--- src/rtl/xlat_tlb_pkg.sv ---
`timescale 1ns/1ps
package xlat_tlb_pkg;
  localparam int unsigned VPN_W  = 30;
  localparam int unsigned PPN_W  = 21;
  localparam int unsigned OFF_W  = 13;
  localparam int unsigned FLAG_W = 4;
  localparam int unsigned PA_W   = PPN_W + OFF_W;

  typedef struct packed {
    logic [VPN_W-1:0]  vpn;
    logic [PPN_W-1:0]  ppn;
    logic [FLAG_W-1:0] flags;
    logic              glb;
  } xl_ent_t;
endpackage

--- src/rtl/xlat_tlb_cam.sv ---
`timescale 1ns/1ps
module xlat_tlb_cam
  import xlat_tlb_pkg::*;
#(
  parameter int unsigned ENTRIES = 32,
  parameter int unsigned IDX_W   = $clog2(ENTRIES)
) (
  input  xl_ent_t [ENTRIES-1:0] ents_i,
  input  logic    [ENTRIES-1:0] valid_i,
  input  logic    [VPN_W-1:0]   key_i,
  output logic    [ENTRIES-1:0] hit_vec_o,
  output logic                  hit_o,
  output logic    [IDX_W-1:0]   idx_o,
  output xl_ent_t               ent_o
);
  always_comb begin
    hit_vec_o = '0;
    for (int i = 0; i < ENTRIES; i++)
      hit_vec_o[i] = valid_i[i] && (ents_i[i].vpn == key_i);
  end

  // one-hot OR mux, no priority chain
  always_comb begin
    ent_o = '0;
    idx_o = '0;
    for (int i = 0; i < ENTRIES; i++) begin
      if (hit_vec_o[i]) begin
        ent_o = ent_o | ents_i[i];
        idx_o = idx_o | IDX_W'(i);
      end
    end
  end

  assign hit_o = |hit_vec_o;
endmodule

--- src/rtl/xlat_tlb_victim.sv ---
`timescale 1ns/1ps
module xlat_tlb_victim #(
  parameter int unsigned ENTRIES = 32,
  parameter int unsigned IDX_W   = $clog2(ENTRIES)
) (
  input  logic               clk_i,
  input  logic               rst_ni,
  input  logic [ENTRIES-1:0] valid_i,
  input  logic               alloc_i,
  output logic [IDX_W-1:0]   idx_o
);
  localparam logic [IDX_W-1:0] LAST = IDX_W'(ENTRIES - 1);

  logic [IDX_W-1:0] rr_q;
  logic [IDX_W-1:0] free_idx;
  logic             free_any;

  always_comb begin
    free_any = 1'b0;
    free_idx = '0;
    for (int i = ENTRIES - 1; i >= 0; i--) begin
      if (!valid_i[i]) begin
        free_any = 1'b1;
        free_idx = IDX_W'(i);
      end
    end
  end

  assign idx_o = free_any ? free_idx : rr_q;

  always_ff @(posedge clk_i or negedge rst_ni) begin
    if (!rst_ni) rr_q <= '0;
    else if (alloc_i && !free_any) rr_q <= (rr_q == LAST) ? '0 : rr_q + 1'b1;
  end
endmodule

--- src/rtl/xlat_tlb_store.sv ---
`timescale 1ns/1ps
module xlat_tlb_store
  import xlat_tlb_pkg::*;
#(
  parameter int unsigned ENTRIES = 32,
  parameter int unsigned IDX_W   = $clog2(ENTRIES)
) (
  input  logic                  clk_i,
  input  logic                  rst_ni,
  input  logic                  wr_en_i,
  input  logic    [IDX_W-1:0]   wr_idx_i,
  input  xl_ent_t               wr_ent_i,
  input  logic                  flush_proc_i,
  output xl_ent_t [ENTRIES-1:0] ents_o,
  output logic    [ENTRIES-1:0] valid_o
);
  for (genvar g = 0; g < ENTRIES; g++) begin : g_ent
    always_ff @(posedge clk_i or negedge rst_ni) begin
      if (!rst_ni) begin
        valid_o[g] <= 1'b0;
        ents_o[g]  <= '0;
      end else begin
        if (flush_proc_i && !ents_o[g].glb) valid_o[g] <= 1'b0;
        // fill written after flush
        if (wr_en_i && wr_idx_i == IDX_W'(g)) begin
          valid_o[g] <= 1'b1;
          ents_o[g]  <= wr_ent_i;
        end
      end
    end
  end
endmodule

--- src/rtl/xlat_tlb.sv ---
`timescale 1ns/1ps
module xlat_tlb
  import xlat_tlb_pkg::*;
#(
  parameter int unsigned ENTRIES = 32
) (
  input  logic              clk_i,
  input  logic              rst_ni,
  input  logic              lk_valid_i,
  input  logic [VPN_W-1:0]  lk_vpn_i,
  input  logic [OFF_W-1:0]  lk_off_i,
  output logic              lk_hit_o,
  output logic              lk_miss_o,
  output logic [PPN_W-1:0]  lk_ppn_o,
  output logic [FLAG_W-1:0] lk_flags_o,
  output logic              lk_global_o,
  output logic [PA_W-1:0]   lk_paddr_o,
  input  logic              fill_en_i,
  input  logic [VPN_W-1:0]  fill_vpn_i,
  input  logic [PPN_W-1:0]  fill_ppn_i,
  input  logic [FLAG_W-1:0] fill_flags_i,
  input  logic              fill_global_i,
  input  logic              flush_proc_i
);
  localparam int unsigned IDX_W = $clog2(ENTRIES);

  xl_ent_t [ENTRIES-1:0] ents;
  logic    [ENTRIES-1:0] ent_valid;
  logic    [ENTRIES-1:0] ent_glb;
  logic    [ENTRIES-1:0] lk_hit_vec;
  logic    [ENTRIES-1:0] fl_hit_vec;
  logic                  lk_any, fl_any;
  logic    [IDX_W-1:0]   lk_idx, fl_idx, vic_idx, wr_idx;
  xl_ent_t               lk_ent, fl_ent, wr_ent;

  for (genvar g = 0; g < ENTRIES; g++) begin : g_glb
    assign ent_glb[g] = ents[g].glb;
  end

  xlat_tlb_cam #(.ENTRIES(ENTRIES), .IDX_W(IDX_W)) u_lk_cam (
    .ents_i(ents), .valid_i(ent_valid), .key_i(lk_vpn_i),
    .hit_vec_o(lk_hit_vec), .hit_o(lk_any), .idx_o(lk_idx), .ent_o(lk_ent)
  );

  // second compare port: refill of a resident page reuses its slot
  xlat_tlb_cam #(.ENTRIES(ENTRIES), .IDX_W(IDX_W)) u_fl_cam (
    .ents_i(ents), .valid_i(ent_valid), .key_i(fill_vpn_i),
    .hit_vec_o(fl_hit_vec), .hit_o(fl_any), .idx_o(fl_idx), .ent_o(fl_ent)
  );

  xlat_tlb_victim #(.ENTRIES(ENTRIES), .IDX_W(IDX_W)) u_victim (
    .clk_i(clk_i), .rst_ni(rst_ni), .valid_i(ent_valid),
    .alloc_i(fill_en_i && !fl_any), .idx_o(vic_idx)
  );

  assign wr_idx = fl_any ? fl_idx : vic_idx;
  assign wr_ent = '{vpn: fill_vpn_i, ppn: fill_ppn_i, flags: fill_flags_i, glb: fill_global_i};

  xlat_tlb_store #(.ENTRIES(ENTRIES), .IDX_W(IDX_W)) u_store (
    .clk_i(clk_i), .rst_ni(rst_ni), .wr_en_i(fill_en_i), .wr_idx_i(wr_idx),
    .wr_ent_i(wr_ent), .flush_proc_i(flush_proc_i),
    .ents_o(ents), .valid_o(ent_valid)
  );

  assign lk_hit_o    = lk_valid_i && lk_any;
  assign lk_miss_o   = lk_valid_i && !lk_any;
  assign lk_ppn_o    = lk_hit_o ? lk_ent.ppn   : '0;
  assign lk_flags_o  = lk_hit_o ? lk_ent.flags : '0;
  assign lk_global_o = lk_hit_o && lk_ent.glb;
  assign lk_paddr_o  = lk_hit_o ? {lk_ent.ppn, lk_off_i} : '0;

  logic unused_ok;
  assign unused_ok = ^{lk_idx, fl_ent};
endmodule

--- config.mk ---
export PLATFORM = sky130hd
export DESIGN_NAME = xlat_tlb
export DESIGN_NICKNAME = d
export VERILOG_FILES = /design/src/rtl/xlat_tlb_pkg.sv /design/src/rtl/xlat_tlb_cam.sv /design/src/rtl/xlat_tlb_victim.sv /design/src/rtl/xlat_tlb_store.sv /design/src/rtl/xlat_tlb.sv
export SDC_FILE = /design/constraint.sdc
export NUM_CORES = 2
export LEC_CHECK = 0
export CORE_MARGIN = 4
export CORE_UTILIZATION = 30
export CTS_CLUSTER_SIZE = 25
export DETAILED_ROUTE_END_ITERATION = 8
export GPL_TIMING_DRIVEN = 1
export PLACE_DENSITY_LB_ADDON = 0.15
export SLEW_MARGIN = 5
export SYNTH_ARGS = -nofsm -noshare
export SYNTH_HDL_FRONTEND = slang
export SYNTH_HIERARCHICAL = 1
export SYNTH_SLANG_ARGS = --single-unit
--- constraint.sdc ---
create_clock -name clk_i -period 6.2 [get_ports clk_i]
set_clock_uncertainty 0.2 [all_clocks]
set_input_delay 1.24 -clock clk_i [delete_from_list [all_inputs] [get_ports clk_i]]
set_output_delay 1.24 -clock clk_i [all_outputs]
set_load 0.02 [all_outputs]
After elaboration in Yosys (flattened, before gate mapping)
Cells that the tools add are included.
W data, S select, Z words.
{"block": "op_classes", "n_addsub": 1, "mul": 0, "div": 0, "magnitude_cmp": 0, "n_eq_ne": 96, "shift": 0, "muxes": 197, "bitwise_logic": 31, "reduce_logical": 203}
{"cell": "$eq A30 B30 Y1", "count": 64}
{"cell": "$mux W26", "count": 32}
{"cell": "$or A26 B26 Y26", "count": 31}
{"cell": "$mux W5", "count": 51}
{"cell": "$logic_and A1 B1 Y1", "count": 133}
{"cell": "$mux W1", "count": 97}
{"cell": "$eq A5 B5 Y1 const B", "count": 17}
{"cell": "$reduce_bool A2 Y1", "count": 32}
{"cell": "$reduce_or A32 Y1", "count": 2}
{"cell": "$eq A5 B4 Y1 const B", "count": 8}
{"cell": "$mux W4", "count": 9}
{"cell": "$logic_not A1 Y1", "count": 35}
{"cell": "$mux W34", "count": 1}
{"cell": "$mux W21", "count": 1}
{"cell": "$eq A5 B3 Y1 const B", "count": 4}
{"cell": "$mux W3", "count": 4}
{"cell": "$eq A5 B2 Y1 const B", "count": 2}
{"cell": "$add A5 B1 Y5 const B", "count": 1}
{"cell": "$eq A5 B1 Y1 const B", "count": 1}
{"cell": "$logic_not A5 Y1", "count": 1}
{"cell": "$mux W2", "count": 2}
{"block": "totals", "reg_bits": 1829, "latchBits": 0, "mem_bits_rw": 0, "rom_bits": 0, "inputBits": 104, "out_inout_bits": 62, "wordCells": 689, "mem_count": 0}

Depth between registers and ports, before layout
{"block": "logic_depth", "word_depth": 66, "mapped_depth": 19, "ltp_nobuf": 11}

Hierarchy
The synthesis kept the hierarchy.
{"module": "xlat_tlb_store", "n_inst": 1, "cells_each": 4093, "area_each_um2": 68032.7}
{"module": "xlat_tlb_cam", "n_inst": 2, "cells_each": 3481, "area_each_um2": 24513.5}
{"module": "xlat_tlb_victim", "n_inst": 1, "cells_each": 97, "area_each_um2": 720.7}
{"module": "xlat_tlb", "n_inst": 1, "cells_each": 76, "area_each_um2": 553.0}

Least setup slack after synthesis
OpenSTA, ideal clock, no wires.
{"block": "synth_path", "path_type": "input port to flip-flop", "from": "input port fill_vpn_i[4]", "to": "register u_store/ents_o[189] (netlist name)", "setup_ps": 125, "arrival_ps": 5015, "t_required_ps": 5875, "setup_slack_ps": 860, "stages": 16, "path_cell_list": "buf_2 > buf_6 > xnor2_1 > nand4_1 > or4_1 > nor4_2 > buf_2 > nor4_1 > nor4bb_1 > nand4_1 > mux2_2 > nand4b_1 > nor3_1 > buf_2 > buf_4 > mux2_2"}
{"block": "synth_via", "elab_cells_between_ends": 99}
{"item": "start: declaration", "line_no": "xlat_tlb.sv:19", "source": "input logic [VPN_W-1:0] fill_vpn_i,"}
{"item": "$eq A30 B30 Y1", "line_no": "xlat_tlb_cam.sv:19", "source": "hit_vec_o[i] = valid_i[i] && (ents_i[i].vpn == key_i);"}
{"item": "$logic_and A1 B1 Y1", "line_no": "xlat_tlb_cam.sv:19"}
{"item": "$reduce_or A32 Y1 *", "line_no": "xlat_tlb_cam.sv:34", "source": "assign hit_o = |hit_vec_o;"}
{"item": "via fl_any", "line_no": "xlat_tlb.sv:32", "source": "logic lk_any, fl_any;"}
{"item": "$mux W5 *", "line_no": "xlat_tlb.sv:56", "source": "assign wr_idx = fl_any ? fl_idx : vic_idx;"}
{"item": "via wr_idx[3]", "line_no": "xlat_tlb.sv:33", "source": "logic [IDX_W-1:0] lk_idx, fl_idx, vic_idx, wr_idx;"}
{"item": "$eq A5 B2 Y1 *", "line_no": "xlat_tlb_store.sv:25", "source": "if (wr_en_i && wr_idx_i == IDX_W'(g)) begin"}
{"item": "$logic_and A1 B1 Y1 *", "line_no": "xlat_tlb_store.sv:25"}
{"item": "end signal: indexed assignment", "line_no": "xlat_tlb_store.sv:27", "source": "ents_o[g] <= wr_ent_i;"}
{"item": "end: declaration", "line_no": "xlat_tlb_store.sv:14", "source": "output xl_ent_t [ENTRIES-1:0] ents_o,"}
The timed path passes the listed nets; every way through them passes the cells marked *.
A chain may end at the register's enable or synchronous reset.

==> results_dict.tcl <==
set metrics [dict create \
    fin_ws_ns 0.0692 \
    clock_sinks 1829 \
    hold_viol 0 \
    wl_per_cell_um 31.5 \
    placed_cell_area_um2 112000 \
    area_delta_synth_final_pct 20.4 \
    clkLatencyLatePin_ns 0.93 \
    worstPathRequired_ns 4.76 \
    wl_um 414000 \
    cts_hold_buffers 0 \
    timing_worst_setup_path_type "primary input to primary output" \
    antenna_found_initial 34 \
    period_needed_ns 6.13 \
    worstSetupStartpoint "lk_vpn_i[10]" \
    detail_route.drc_violations 0 \
    setup-tns-final_ns 0 \
    layout.cells.non_filler 13100 \
    globalRoute.totalOverflow 0 \
    path_clk_slew_ns 0.06 \
    pre_cts_ws_ns -0.639 \
    layout-drive-gt1-share_pct 37.0 \
    syn_area_um2 99400 \
    htreeDepth 4 \
    grt_max_degree 159 \
    status "completed" \
    crit_arrival_ns 4.69 \
    ant_nets 0 \
    cp-end-kind "primary output" \
    start_kind "primary input" \
    first_pass_iters 5 \
    gp_congestion 0.873 \
    clk_path_buf_depth 4 \
    start_util_pct 30.1 \
    via_count 69400 \
    synth.avg_cell_area_um2 12.1 \
    cts_tree "yes" \
    clock.fmax_ghz 0.163 \
    drt_iter0_drc 5341 \
    vdd.ir_drop.worst_v 0.000220 \
    cts-buffers-inserted 222 \
    worst_slew_pin_slew_ns 1.20 \
    power_mw 32.0 \
    fill_cells 32200 \
    ys_warn_count 6 \
    die_x_um 583 \
    syn_inst 8186 \
    cts_root_buf "clkbuf_16" \
    dp.cells 12700 \
    drv_cap 0 \
    setup_viol 0 \
    dieArea_um2 340000 \
    rows 211 \
    io_buffers 165 \
    dp_hpwl_um 286000 \
    crit_fanout 9 \
    power.density_nw_per_um2 267 \
    holdWs_ns 0.111 \
    die_h_um 583 \
    grt_first_pass_wirelength_um 580000 \
    design_area_um2 120000 \
    grt_use_total_pct 23.8 \
    p_leak_nw 52.0 \
    vias_per_cell 5.28 \
    nets 8693 \
    grt_pass1_vias 71600 \
    final_util_pct 36.2 \
    drv_slew 0 \
    multi_input_area_um2 49300 \
    hp-class "primary input to async pin" \
    synth_nets 8292 \
    reg2reg_from "u_store/valid_o[7]$_DFFE_PN0P_" \
    core_area_um2 330000 \
    slew-limit-headroom_pct 20.1 \
    fin_crit_sh_pct 98.9 \
    seq_area_um2 45800 \
    ios 166 \
]
-- flip-flops by register name, indices dropped and copies added, names as in the netlist --
name	count
u_store/ents_o	1792
u_store/valid_o	32
u_victim/rr_q	5
-- layer usage --
| metal | track usage, % | share of wire [%] | vias up |
|---|---|---|---|
| met5 | 0 | 0.023 | - |
| met4 | 7.49 | 3.4 | 14 |
| met3 | 3.38 | 5.0 | 605 |
| met2 | 38.0 | 46 | 1967 |
| met1 | 33.2 | 46 | 37100 |
| li1 | - | - | 29700 |
-- worst paths after layout --
path | end | slack (ns) | cells past startpoint
worst max-delay path | lk_ppn_o[0] | 0.07 | 15
worst min-delay path | u_store/ents_o[1370]$_DFFE_PN0P_ | 0.11 | 1
worst max register to register | u_store/ents_o[984]$_DFFE_PN0P_ | 0.92 | 12
worst min register to register | u_store/valid_o[26]$_DFFE_PN0P_ | 0.24 | 2
max in group asynchronous | u_store/ents_o[107]$_DFFE_PN0P_ | 4.00 | 2
min in group clk_i | u_store/valid_o[26]$_DFFE_PN0P_ | 0.24 | 2
-- critical path, cell delays in order --
cell	delay [ns]
buf_4	0.18
buf_12	0.18
xor2_1	0.17
nor4_1	0.38
nand4_1	0.21
buf_12	0.17
nor4_4	0.63
buf_12	0.20
buf_4	0.22
a22o_1	0.17
nor3_1	0.09
nand4_1	0.35
buf_12	0.15
and3_4	0.19
buf_6	0.12
-- repair_timing --
item                                   CTS  global route
pin swaps                               10            16
cloned                                   1             2
gates resized for setup                234            63
setup buffers                           12             5
setup endpoints to repair               62            60
endpoints found under the hold margin    0             0
-- report_power, final --
part | leakage (nW) | total, mW | switching, mW | internal [mW]
sequential | 25.1 | 13.7 | 0.848 | 12.9
clock | 3.62 | 13.3 | 5.51 | 7.81
combinational | 23.3 | 4.92 | 2.53 | 2.39
total | 52.0 | 32.0 | 8.90 | 23.1
-- cell usage in the layout, fill, tap and decap left out, drive strengths merged, types with 41 or more instances in the layout --
cell and instances:
a22o 156, a22oi 52, and2 41, and3 144, buf 978, clkbuf 352
dfrtp 1829, mux2 1799, nand2 56, nand3 360, nand4 568, nor3 84
nor4 142, o21ai 53, xnor2 1816, xor2 104
-- cell type report --
| type | instances | area share (%) |
|---|---|---|
| diodes | 22 | 0.0460 |
| clock buffers | 350 | 5.69 |
| clock inverters | 46 | 0.441 |
| inverters | 9 | 0.0282 |
| multi-input cells | 5504 | 41.2 |
| flip-flops and latches | 1829 | 38.3 |
| well taps | 4366 | 4.57 |
| repair buffers | 1021 | 9.74 |
Note: power is estimated with default switching activity, not from simulation.
